<file path="config.mk">
export PLATFORM = sky130hd
export DESIGN_NAME = trap_ctx_unit
export DESIGN_NICKNAME = d
export VERILOG_FILES = /design/src/rtl/trap_ctx_pkg.sv /design/src/rtl/trap_decode.sv /design/src/rtl/trap_save_regs.sv /design/src/rtl/trap_out_stage.sv /design/src/rtl/trap_ctx_unit.sv
export SDC_FILE = /design/constraint.sdc
export NUM_CORES = 1
export LEC_CHECK = 0
export ABC_AREA = 1
export BUFFER_PORTS_ARGS = -buffer_cell sky130_fd_sc_hd__buf_2
export CORE_MARGIN = 4
export CORE_UTILIZATION = 52
export CTS_BUF_LIST = sky130_fd_sc_hd__clkbuf_4 sky130_fd_sc_hd__clkbuf_8
export DETAILED_ROUTE_END_ITERATION = 8
export PLACE_DENSITY = 0.79
export SYNTH_ARGS = -nofsm -noshare
export SYNTH_HDL_FRONTEND = slang
export SYNTH_SLANG_ARGS = --single-unit
export TNS_END_PERCENT = 50
</file>
<file path="constraint.sdc">
create_clock -name clk_i -period 1.6 [get_ports clk_i]
set_input_delay 0.48 -clock clk_i [delete_from_list [all_inputs] [get_ports clk_i]]
set_output_delay 0.48 -clock clk_i [all_outputs]
set_load 0.01 [all_outputs]
</file>
<file path="src/rtl/trap_ctx_pkg.sv">
package trap_ctx_pkg;
  typedef enum logic [2:0] {
    OP_CALL  = 3'd0,
    OP_RET   = 3'd1,
    OP_SCALL = 3'd2,
    OP_INT   = 3'd3,
    OP_IRET  = 3'd4
  } trap_op_e;

  typedef struct packed {
    logic save_ip;
    logic save_all;
    logic use_tgt;
    logic rest_ip;
    logic rest_all;
    logic tbl_rd;
    logic sys;
    logic fault;
  } trap_act_t;
endpackage

</file>
<file path="src/rtl/trap_decode.sv">
module trap_decode
  import trap_ctx_pkg::*;
(
  input  logic      valid_i,
  input  logic      busy_i,
  input  logic [2:0] op_i,
  input  logic      priv_i,
  output trap_act_t act_o
);
  logic take;
  assign take = valid_i & ~busy_i;

  always_comb begin
    act_o = '0;
    if (take) begin
      unique case (op_i)
        OP_CALL: begin
          act_o.save_ip = 1'b1;
          act_o.use_tgt = 1'b1;
        end
        OP_RET:   act_o.rest_ip = 1'b1;
        OP_SCALL: begin
          act_o.save_all = 1'b1;
          act_o.tbl_rd   = 1'b1;
          act_o.sys      = 1'b1;
        end
        OP_INT: begin
          if (priv_i) begin
            act_o.save_all = 1'b1;
            act_o.tbl_rd   = 1'b1;
          end else begin
            act_o.fault = 1'b1;
          end
        end
        OP_IRET: begin
          if (priv_i) act_o.rest_all = 1'b1;
          else        act_o.fault    = 1'b1;
        end
        default: act_o = '0;
      endcase
    end
  end
endmodule

</file>
<file path="src/rtl/trap_save_regs.sv">
module trap_save_regs #(
  parameter int XLEN = 32
) (
  input  logic            clk_i,
  input  logic            rst_ni,
  input  logic            save_ip_i,
  input  logic            save_all_i,
  input  logic [XLEN-1:0] ip_i,
  input  logic [XLEN-1:0] sp_i,
  input  logic [XLEN-1:0] flg_i,
  output logic [XLEN-1:0] cs_ip_o,
  output logic [XLEN-1:0] cs_sp_o,
  output logic [XLEN-1:0] cs_flg_o
);
  always_ff @(posedge clk_i or negedge rst_ni) begin
    if (!rst_ni) begin
      cs_ip_o  <= '0;
      cs_sp_o  <= '0;
      cs_flg_o <= '0;
    end else begin
      if (save_ip_i || save_all_i) cs_ip_o <= ip_i;
      if (save_all_i) begin
        cs_sp_o  <= sp_i;
        cs_flg_o <= flg_i;
      end
    end
  end
endmodule

</file>
<file path="src/rtl/trap_out_stage.sv">
module trap_out_stage
  import trap_ctx_pkg::*;
#(
  parameter int XLEN = 32,
  parameter logic [XLEN-1:0] CLR_MASK = '0
) (
  input  logic            clk_i,
  input  logic            rst_ni,
  input  trap_act_t       act_i,
  input  logic [XLEN-1:0] tgt_i,
  input  logic [XLEN-1:0] sp_i,
  input  logic [XLEN-1:0] flg_i,
  input  logic [XLEN-1:0] cs_ip_i,
  input  logic [XLEN-1:0] cs_sp_i,
  input  logic [XLEN-1:0] cs_flg_i,
  input  logic [XLEN-1:0] tbl_data_i,
  output logic            ld_ip_o,
  output logic [XLEN-1:0] new_ip_o,
  output logic            ld_sp_o,
  output logic [XLEN-1:0] new_sp_o,
  output logic            ld_flg_o,
  output logic [XLEN-1:0] new_flg_o,
  output logic            pend_o,
  output logic            fault_o
);
  logic            ld_ip_q, pend_q, ld_ctx_q, fault_q;
  logic [XLEN-1:0] ip_q, sp_q, flg_q;

  always_ff @(posedge clk_i or negedge rst_ni) begin
    if (!rst_ni) begin
      ld_ip_q  <= 1'b0;
      pend_q   <= 1'b0;
      ld_ctx_q <= 1'b0;
      fault_q  <= 1'b0;
      ip_q     <= '0;
      sp_q     <= '0;
      flg_q    <= '0;
    end else begin
      ld_ip_q  <= act_i.use_tgt | act_i.rest_ip | act_i.rest_all;
      pend_q   <= act_i.tbl_rd;
      ld_ctx_q <= act_i.tbl_rd | act_i.rest_all;
      fault_q  <= act_i.fault;
      ip_q     <= act_i.use_tgt ? tgt_i : cs_ip_i;
      sp_q     <= act_i.rest_all ? cs_sp_i : sp_i;
      flg_q    <= act_i.rest_all ? cs_flg_i : (flg_i & ~CLR_MASK);
    end
  end

  // table data arrives one cycle after the request
  assign ld_ip_o   = ld_ip_q | pend_q;
  assign new_ip_o  = pend_q ? tbl_data_i : ip_q;
  assign ld_sp_o   = ld_ctx_q;
  assign ld_flg_o  = ld_ctx_q;
  assign new_sp_o  = sp_q;
  assign new_flg_o = flg_q;
  assign pend_o    = pend_q;
  assign fault_o   = fault_q;
endmodule

</file>
<file path="src/rtl/trap_ctx_unit.sv">
module trap_ctx_unit
  import trap_ctx_pkg::*;
#(
  parameter int XLEN    = 32,
  parameter int VEC_W   = 4,
  parameter int SYS_VEC = 6,
  parameter int CLR_LO  = 16,
  parameter int CLR_N   = 2
) (
  input  logic             clk_i,
  input  logic             rst_ni,
  input  logic             cmd_valid_i,
  input  logic [2:0]       cmd_op_i,
  input  logic [VEC_W-1:0] cmd_vec_i,
  input  logic             priv_i,
  input  logic [XLEN-1:0]  tgt_i,
  input  logic [XLEN-1:0]  cur_ip_i,
  input  logic [XLEN-1:0]  cur_sp_i,
  input  logic [XLEN-1:0]  cur_flg_i,
  output logic             tbl_req_o,
  output logic [VEC_W-1:0] tbl_idx_o,
  input  logic [XLEN-1:0]  tbl_data_i,
  output logic             ld_ip_o,
  output logic [XLEN-1:0]  new_ip_o,
  output logic             ld_sp_o,
  output logic [XLEN-1:0]  new_sp_o,
  output logic             ld_flg_o,
  output logic [XLEN-1:0]  new_flg_o,
  output logic             busy_o,
  output logic             fault_o
);
  localparam logic [XLEN-1:0]  ClrMask = ((XLEN'(1) << CLR_N) - XLEN'(1)) << CLR_LO;
  localparam logic [VEC_W-1:0] SysIdx  = VEC_W'(SYS_VEC);

  trap_act_t       act;
  logic            pend;
  logic [XLEN-1:0] cs_ip, cs_sp, cs_flg;

  trap_decode u_dec (
    .valid_i (cmd_valid_i),
    .busy_i  (pend),
    .op_i    (cmd_op_i),
    .priv_i  (priv_i),
    .act_o   (act)
  );

  trap_save_regs #(.XLEN(XLEN)) u_save (
    .clk_i      (clk_i),
    .rst_ni     (rst_ni),
    .save_ip_i  (act.save_ip),
    .save_all_i (act.save_all),
    .ip_i       (cur_ip_i),
    .sp_i       (cur_sp_i),
    .flg_i      (cur_flg_i),
    .cs_ip_o    (cs_ip),
    .cs_sp_o    (cs_sp),
    .cs_flg_o   (cs_flg)
  );

  trap_out_stage #(.XLEN(XLEN), .CLR_MASK(ClrMask)) u_out (
    .clk_i      (clk_i),
    .rst_ni     (rst_ni),
    .act_i      (act),
    .tgt_i      (tgt_i),
    .sp_i       (cur_sp_i),
    .flg_i      (cur_flg_i),
    .cs_ip_i    (cs_ip),
    .cs_sp_i    (cs_sp),
    .cs_flg_i   (cs_flg),
    .tbl_data_i (tbl_data_i),
    .ld_ip_o    (ld_ip_o),
    .new_ip_o   (new_ip_o),
    .ld_sp_o    (ld_sp_o),
    .new_sp_o   (new_sp_o),
    .ld_flg_o   (ld_flg_o),
    .new_flg_o  (new_flg_o),
    .pend_o     (pend),
    .fault_o    (fault_o)
  );

  assign tbl_req_o = act.tbl_rd;
  assign tbl_idx_o = act.sys ? SysIdx : cmd_vec_i;
  assign busy_o    = pend;
endmodule

</file>
### After elaboration in Yosys (flattened, before gate mapping)

Index checks and enable logic that the tools add are counted.
Widths: inputs -> output; s select.

| operators by class | value |
|---|---|
| $add $sub $neg | 0 |
| multiply operators | 0 |
| divide/modulo/power cells | 0 |
| magnitude comparators | 0 |
| equality and inequality tests | 4 |
| shift-type cells | 0 |
| mux-type cells | 14 |
| bitwise gates (word level) | 6 |
| reduce and logical (&&, ||, !) cells | 3 |

Operators by type and width:

| cell | count |
|---|---|
| $mux 32 | 4 |
| $mux 8 | 1 |
| $mux 1 | 7 |
| $eq 3x2->1 const B | 2 |
| $mux 4 | 1 |
| $or 1x1->1 | 4 |
| $eq 3x1->1 const B | 1 |
| $eq 3x3->1 const B | 1 |
| $logic_not 3->1 | 1 |
| $pmux 1 s2 | 1 |
| $reduce_or 2->1 | 1 |
| $and 1x1->1 | 1 |
| $logic_or 1x1->1 | 1 |
| $not 1->1 | 1 |

| storage, ports and cells | value |
|---|---|
| register bits | 196 |
| bits in latches | 0 |
| RAM bits | 0 |
| memory bits (read-only) | 0 |
| memories | 0 |

### Depth between registers and ports, before layout

Gate-level depths: netlist of the first run.

| logic depth | value |
|---|---|
| word-level depth | 6 |
| mapped depth | 8 |
| gate-level depth less buffers | 6 |

### By module

A second synthesis of the first run with hierarchy kept.

| unflattened totals | value |
|---|---|
| cell total of the unflattened synthesis | 962 |
| area total of the unflattened synthesis | 8069.0 µm² |

Modules (own cells, without submodules):

| module | times used | cells each | area each (µm²) | seq. area each (µm²) |
|---|---|---|---|---|
| trap_out_stage | 1 | 517 | 4156.5 | 2502.4 |
| trap_save_regs | 1 | 409 | 3751.1 | 2402.3 |
| trap_decode | 1 | 27 | 127.6 | 0.0 |
| trap_ctx_unit | 1 | 9 | 33.8 | 0.0 |

### Worst setup path after synthesis of the first run

Ideal clock, no wire load.

| path | value |
|---|---|
| path type | register to output |
| from | register u_out.pend_q, in the netlist u_out.pend_o |
| to | output tbl_req_o |
| arrival time | 1.134 ns |
| required time | 1.120 ns |
| path slack | -0.014 ns |
| stages on the path, launching flop included | 6 |
| cell sequence | dfrtp_1 buf_6 nor2_8 nand3_4 buf_2 inv_1 |

| between the ends | value |
|---|---|
| word-level cells in the longest chain between the ends | 3 |

RTL lines:

| what | RTL line | text |
|---|---|---|
| from (decl) | trap_out_stage.sv:26 | `logic ld_ip_q, pend_q, ld_ctx_q, fault_q;` |
| from (signal assigned) | trap_out_stage.sv:40 | `pend_q <= act_i.tbl_rd;` |
| $not 1->1 | trap_decode.sv:11 | `assign take = valid_i & ~busy_i;` |
| $and 1x1->1 | trap_decode.sv:11 |  |
| $mux 8 | trap_decode.sv:15 | `if (take) begin` |
| to (decl) | trap_ctx_unit.sv:20 | `output logic tbl_req_o,` |

Every way passes these cells.

### Worst setup path after layout of the first run

| path | value |
|---|---|
| from | register u_out.pend_q, in the netlist u_out.pend_o |
| to | output new_ip_o[30] |

| between the ends | value |
|---|---|
| word-level cells in the longest chain between the ends | 1 |

RTL lines:

| what | RTL line | text |
|---|---|---|
| $mux 32 | trap_out_stage.sv:51 | `assign new_ip_o = pend_q ? tbl_data_i : ip_q;` |
| to (decl) | trap_ctx_unit.sv:24 | `output logic [XLEN-1:0] new_ip_o,` |

Every way passes these cells.

==> results.yml, run 1 <==
status:
  status: "finished with violations"
  violations: "negative setup slack"
timing:
  setup_viol_count_final: 107
  worst_slack_ns: -0.3903
  slew-limit-headroom_pct: 80.01
  post-route-period-util_pct: 124.4
  rsz0062_at_grt: "yes"
  hold_viol: 0
  tightest_slew_ns: 0.2998
  slew_viol_final: 0
  fin_crit_ns: 1.990
  max_freq_mhz: 502.4
  skew_ns: 0.008745
setup_path:
  cp.arrival_ns: 1.51
  startpoint: "u_out.pend_o"
  cp_max_fo: 8
  start_kind: "flop"
  reg2reg_depth: 9
  critPathKind: "flop to output port"
  r2r_end: "u_out.new_flg_o[16]"
  required_ns: 1.12
  crit_path_end_kind: "output port"
  r2r-start: "u_out.pend_o"
  reg2reg_slack_ns: -0.08
global_routing:
  antenna_found_initial: 2
  top_usage_layer: "met2"
  grt_pass1_vias: 6399
  met1_usage_pct: 27.58
  grt_start_max_net_pins: 53
  grt_usage_pct: 21.56
  grt_pass1_wl_mm: 30.79
  grt-ovfl-total: 0
  grtUsageMet3_pct: 5.176
  grtUsageMet2_pct: 35.63
placement:
  dp_cells: 1355
  pre_cts_slack_ns: -0.2060
  portBuffers: 276
  place_congestion: 0.8037
  dp_hpwl_mm: 14.10
routing:
  drc: 0
  drtIter0Drc: 387
  dr.pass1.iters: 5
  wl_per_cell_um: 14.49
  drt-total-wl_mm: 20.33
  via_per_inst: 4.846
  num_vias: 6799
  ant_nets: 0
pwr:
  seq_power_share_pct: 55.0
  irDropWorstVdd_mv: 0.7042
  comb_power_share_pct: 18.1
  p_sw_w: 0.003006
  power.density_nw_per_um2: 1007
  p_int_w: 0.007928
  p_sw_share_pct: 27.49
  clkPwrFrac_pct: 27.0
  p_leak_nw: 5.970
synthesis:
  synthArstFlopShare_pct: 100.0
  avgSynthCellArea_sq_um: 9.291
  syn_inst: 888
  synth_top_cell_area_share_pct: 59.45
  ys_seq_elements: 196
  synthTopCellsByArea: "dfrtp_1 (59%), nand2_1 (14%), o21ai_2 (6.2%)"
  synth_edf_count: 0
  yosysWarnings: 0
  synth.yosys.seq_area_share_pct: 59.45
  synth_top_cell_by_area: "dfrtp_1"
  syn_area_sq_um: 8250
  yosys-top-cells-count: "nand2_1 (297), dfrtp_1 (196), inv_1 (107)"
  synth.most_common_cell: "nand2_1"
  ys_types: 23
  synthFlopType: "dfrtp_1"
  synth_fp_nets: 1059
hold_path:
  hp-class: "primary input to flop"
  worstHoldPathCells: 3
  holdPathEnd: "u_save.cs_ip_o[10]"
  hp-start: "cur_ip_i[10]"
clock_tree:
  cts_sinks: 196
  cts.path.max_buffers: 2
  clk_latency_ns: 0.44
  cts_inserted_buffers: 17
  cts_tree: "built"
  clk_pin_slew_ns: 0.09
  htree_levels: 4
  cts-root-buf: "clkbuf_8"
floorplan:
  fp-row-count: 45
  dieHeight_um: 134.0
  die_w_um: 134.0
  dieArea_sq_um: 17950
  initial_utilization_pct: 53.68
  io_pins: 277
  core_region_area_sq_um: 15370
flow_run:
  maxCapViolCount: 0
layout:
  instances_no_fill: 1403
  nNetsFinal: 1354
  layout-drive-gt1-share_pct: 40.05
  syn2layout_area_growth_pct: 31.54
[critical path: stages, from the launching register on]
cell and delay, ns:
dfrtp_2 0.50, inv_6 0.13, buf_12 0.13, nand2_1 0.08, nand2_1 0.08, buf_2 0.13
[power by group through the flow]
stage	Clock (W)	Sequential [W]	Combinational, W
after floorplan	0	0.00605	0.00104
after global placement	0	0.00605	0.00184
after detailed placement	0	0.00607	0.00190
after CTS	0.00300	0.00598	0.00193
after global routing	0.00320	0.00610	0.00224
final	0.00295	0.00601	0.00197
[kinds of logic after synthesis]
group | synth area share, %
AND/OR/NAND/NOR | 19.59
flip-flops | 59.45
buffers and inverters | 8.796
AO/OA/AOI/OAI | 12.16
[registers in the layout (all words and copies together) (netlist names)]
signal,count
u_out.ip_q,32
u_out.new_flg_o,32
u_out.new_sp_o,32
u_save.cs_flg_o,32
u_save.cs_ip_o,32
u_save.cs_sp_o,32
u_out.fault_o,1
u_out.ld_flg_o,1
u_out.ld_ip_q,1
u_out.pend_o,1
[cells in the final DEF, fill, tap and decap left out, types with 2 or more instances in the layout]
| cell type | n |
|---|---|
| buf_12 | 16 |
| buf_4 | 14 |
| o21ai_2 | 62 |
| buf_6 | 16 |
| nand3_4 | 3 |
| nand2_2 | 40 |
| o21ai_1 | 81 |
| nor2_8 | 2 |
| nor2_4 | 2 |
| dfrtp_1 | 195 |
| nand3_1 | 34 |
| buf_2 | 270 |
| clkbuf_8 | 21 |
| nand2_1 | 283 |
| inv_1 | 104 |
| nand2_4 | 6 |
| nor2_1 | 2 |
| o21ai_0 | 13 |
| clkbuf_16 | 6 |
| clkinv_4 | 2 |
| buf_8 | 2 |
| clkbuf_4 | 3 |
| or2_4 | 2 |
| nor2_2 | 2 |
| inv_6 | 2 |
[how the worst max path moves through the flow]
stage / end / slack [ns]
floorplan: tbl_req_o / 0.02
global placement: tbl_idx_o[2] / -0.20
detailed placement: tbl_idx_o[1] / -0.21
CTS: new_ip_o[30] / -0.43
global route: tbl_idx_o[1] / -0.48
finish: new_ip_o[30] / -0.39
[layer usage]
metal / vias to the layer above / routed length, um
met5: - / 12
met4: 2 / 518
li1: 3324 / -
met1: 3214 / 8386
met2: 226 / 10240
met3: 33 / 1171
[per-stage QoR]
stage          area [sq um]  hold WS, ns  utilization (%)  TNS [ns]  power (W)
6_report              10850       0.2179            70.61    -14.77    0.01093
5_1_grt               10850       0.1818            70.61    -27.26    0.01153
4_1_cts               10420       0.1919            67.80    -14.36    0.01092
3_5_place_dp           9976       0.3862            64.90    -9.874   0.007976
3_3_place_gp           9976       0.3868            64.90    -6.923   0.007893
2_1_floorplan          8250       0.1844                -         0   0.007095
[final cells by class]
type / count / area (sq um)
Timing Repair Buffer: 327 / 2188
Antenna cell: 1 / 2.502
Tap cell: 211 / 264.0
Fill cell: 1205 / 4518
Sequential cell: 196 / 4906
Inverter: 107 / 414.1
Clock buffer: 23 / 297.8
Multi-Input combinational cell: 534 / 2728
Clock inverter: 4 / 52.55
[what timing repair did]
| action | CTS | global route |
|---|---|---|
| gates cloned | 1 | 8 |
| buffers inserted | 1 | 9 |
| gates resized for setup | 16 | 61 |
| endpoints found under the setup margin | 39 | 92 |
| pin swaps | 1 | 3 |
| hold buffers | 1 | 0 |
| hold endpoints to repair | 19 | 0 |
Power figures use the tool's default switching activity.
==> run 2, diff against run 1 <==
==> constraint.sdc (replaced) <==
create_clock -name clk_i -period 1.6 [get_ports clk_i]
set_input_delay 0.32 -clock clk_i [delete_from_list [all_inputs] [get_ports clk_i]]
set_output_delay 0.32 -clock clk_i [all_outputs]
set_load 0.01 [all_outputs]
==> results.yml, run 2 (same netlist as run 1, synthesis figures left out) <==
setup_path:
  cp.arrival_ns: 1.62
  reg2reg_depth: 11
  reg2reg_slack_ns: -0.21
  cp_max_fo: 16
  crit_path_end_kind: "output port"
  start_kind: "flop"
  required_ns: 1.28
  critPathKind: "flop to output port"
global_routing:
  grt_pass1_wl_mm: 32.37
  grt_usage_pct: 22.90
  grt_start_max_net_pins: 49
  grt-ovfl-total: 0
  grt_pass1_vias: 6682
  antenna_found_initial: 1
status:
  status: "finished with violations"
  violations: "negative setup slack"
layout:
  syn2layout_area_growth_pct: 39.70
  fin_area_sq_um: 11530
  most-common-layout-cells: "buf_2 (269), nand2_1 (237), dfrtp_1 (195), inv_1 (103), nand2_2 (84)"
  layout-drive-gt1-share_pct: 46.31
  nNetsFinal: 1376
  final_common_cell: "buf_2"
pwr:
  clkPwrFrac_pct: 30.9
  p_leak_nw: 6.247
  p_int_w: 0.008644
  p_sw_share_pct: 27.47
  irDropWorstVdd_mv: 0.9239
  comb_power_share_pct: 18.2
  power.density_nw_per_um2: 1034
  p_sw_w: 0.003273
  seq_power_share_pct: 50.9
timing:
  slew_viol_final: 0
  tns_ns: -30.04
  fin_crit_ns: 1.936
  setup_viol_count_final: 190
  skew_ns: 0.01489
  slew-limit-headroom_pct: 69.35
  rsz0062_at_grt: "yes"
  hold_viol: 0
  tightest_slew_ns: 0.4597
  max_freq_mhz: 516.4
  post-route-period-util_pct: 121.0
  worst_slack_ns: -0.3363
clock_tree:
  cts-root-buf: "clkbuf_8"
  cts_tree: "built"
  cts.path.max_buffers: 2
  clk_latency_ns: 0.47
  cts_sinks: 196
  clk_pin_slew_ns: 0.10
  htree_levels: 4
  cts_inserted_buffers: 17
routing:
  dr.pass1.iters: 7
  via_per_inst: 4.913
  drtIter0Drc: 363
  drt-total-wl_mm: 22.83
  ant_nets: 0
  wl_per_cell_um: 15.95
  num_vias: 7031
  drc: 0
flow_run:
  maxCapViolCount: 0
floorplan:
  dieArea_sq_um: 17950
  die_w_um: 134.0
  dieHeight_um: 134.0
  fp-row-count: 45
  io_pins: 277
  core_region_area_sq_um: 15370
  initial_utilization_pct: 53.68
placement:
  place_area_sq_um: 10080
  portBuffers: 276
  dp_hpwl_mm: 14.31
  place_congestion: 0.8269
hold_path:
  worstHoldPathCells: 3
  hp-class: "primary input to flop"
## run 2: changes by cell type in the layout (fill, tap and decap cells not counted), moves of 8 or more
cell	delta
o21ai_1	-8
nand2_2	+44
nand2_1	-46
o21ai_2	+12
buf_12	+8
## run 2: layout make-up
type                    instances  area, sq um
repair buffers                348         2561
fillers                      1065         3845
multi-input cells             535         2912
inverters                     107        410.4
clock buffers                  20        269.0
flip-flops and latches        196         4906
well taps                     211        264.0
diodes                          2        5.005
clock inverters                12        198.9
## run 2: through the flow
stage	worst slack (ns)	instances	total power, W	utilization, %	hold WS, ns
floorplan	0.1465	888	0.007094	-	0.02441
global placement	0.07959	1361	0.007917	65.60	0.3106
detailed placement	0.05408	1361	0.007990	65.60	0.3117
CTS	-0.3970	1400	0.01168	69.60	0.005863
global route	-0.4296	1429	0.01251	74.95	0.01894
finish	-0.3363	1431	0.01192	74.99	0.03600
## run 2: critical path, cell delays in order (launching register included)
cell and delay, ns:
dfrtp_2 0.46, buf_12 0.14, clkinvlp_4 0.11, buf_12 0.17, nand2_1 0.07, nand2_1 0.06, buf_2 0.12
## run 2: final timing paths
path | start | endpoint
worst max-delay path | u_out.pend_o | new_ip_o[31]
worst min-delay path | cur_ip_i[10] | u_save.cs_ip_o[10]
worst max register to register | u_out.pend_o | u_out.new_flg_o[31]
worst min register to register | u_save.cs_flg_o[28] | u_out.new_flg_o[28]
max in group asynchronous | rst_ni | u_out.pend_o
min in group asynchronous | rst_ni | u_out.ip_q[18]
## run 2: what timing repair did
action,CTS,global route
endpoints found under the hold margin,37,0
hold buffers,1,0
endpoints found under the setup margin,39,161
gates resized for setup,16,141
pin swaps,1,3
cloned,2,13
buffers inserted,4,18
## run 2: layer usage
metal / routed length [um] / GRT usage (%) / part of all wire [%]
met4: 727 / 9.714 / 3.2
met5: 19 / 0 / 0.083
met3: 1577 / 6.189 / 6.9
met1: 8826 / 27.47 / 39
met2: 11680 / 39.08 / 51
## run 2: power by group through the flow
stage / clock network (W) / registers (W) / logic, W
detailed placement: 0 / 0.00609 / 0.00190
floorplan: 0 / 0.00605 / 0.00104
global placement: 0 / 0.00608 / 0.00184
CTS: 0.00373 / 0.00601 / 0.00195
finish: 0.00368 / 0.00606 / 0.00217
global route: 0.00395 / 0.00613 / 0.00242
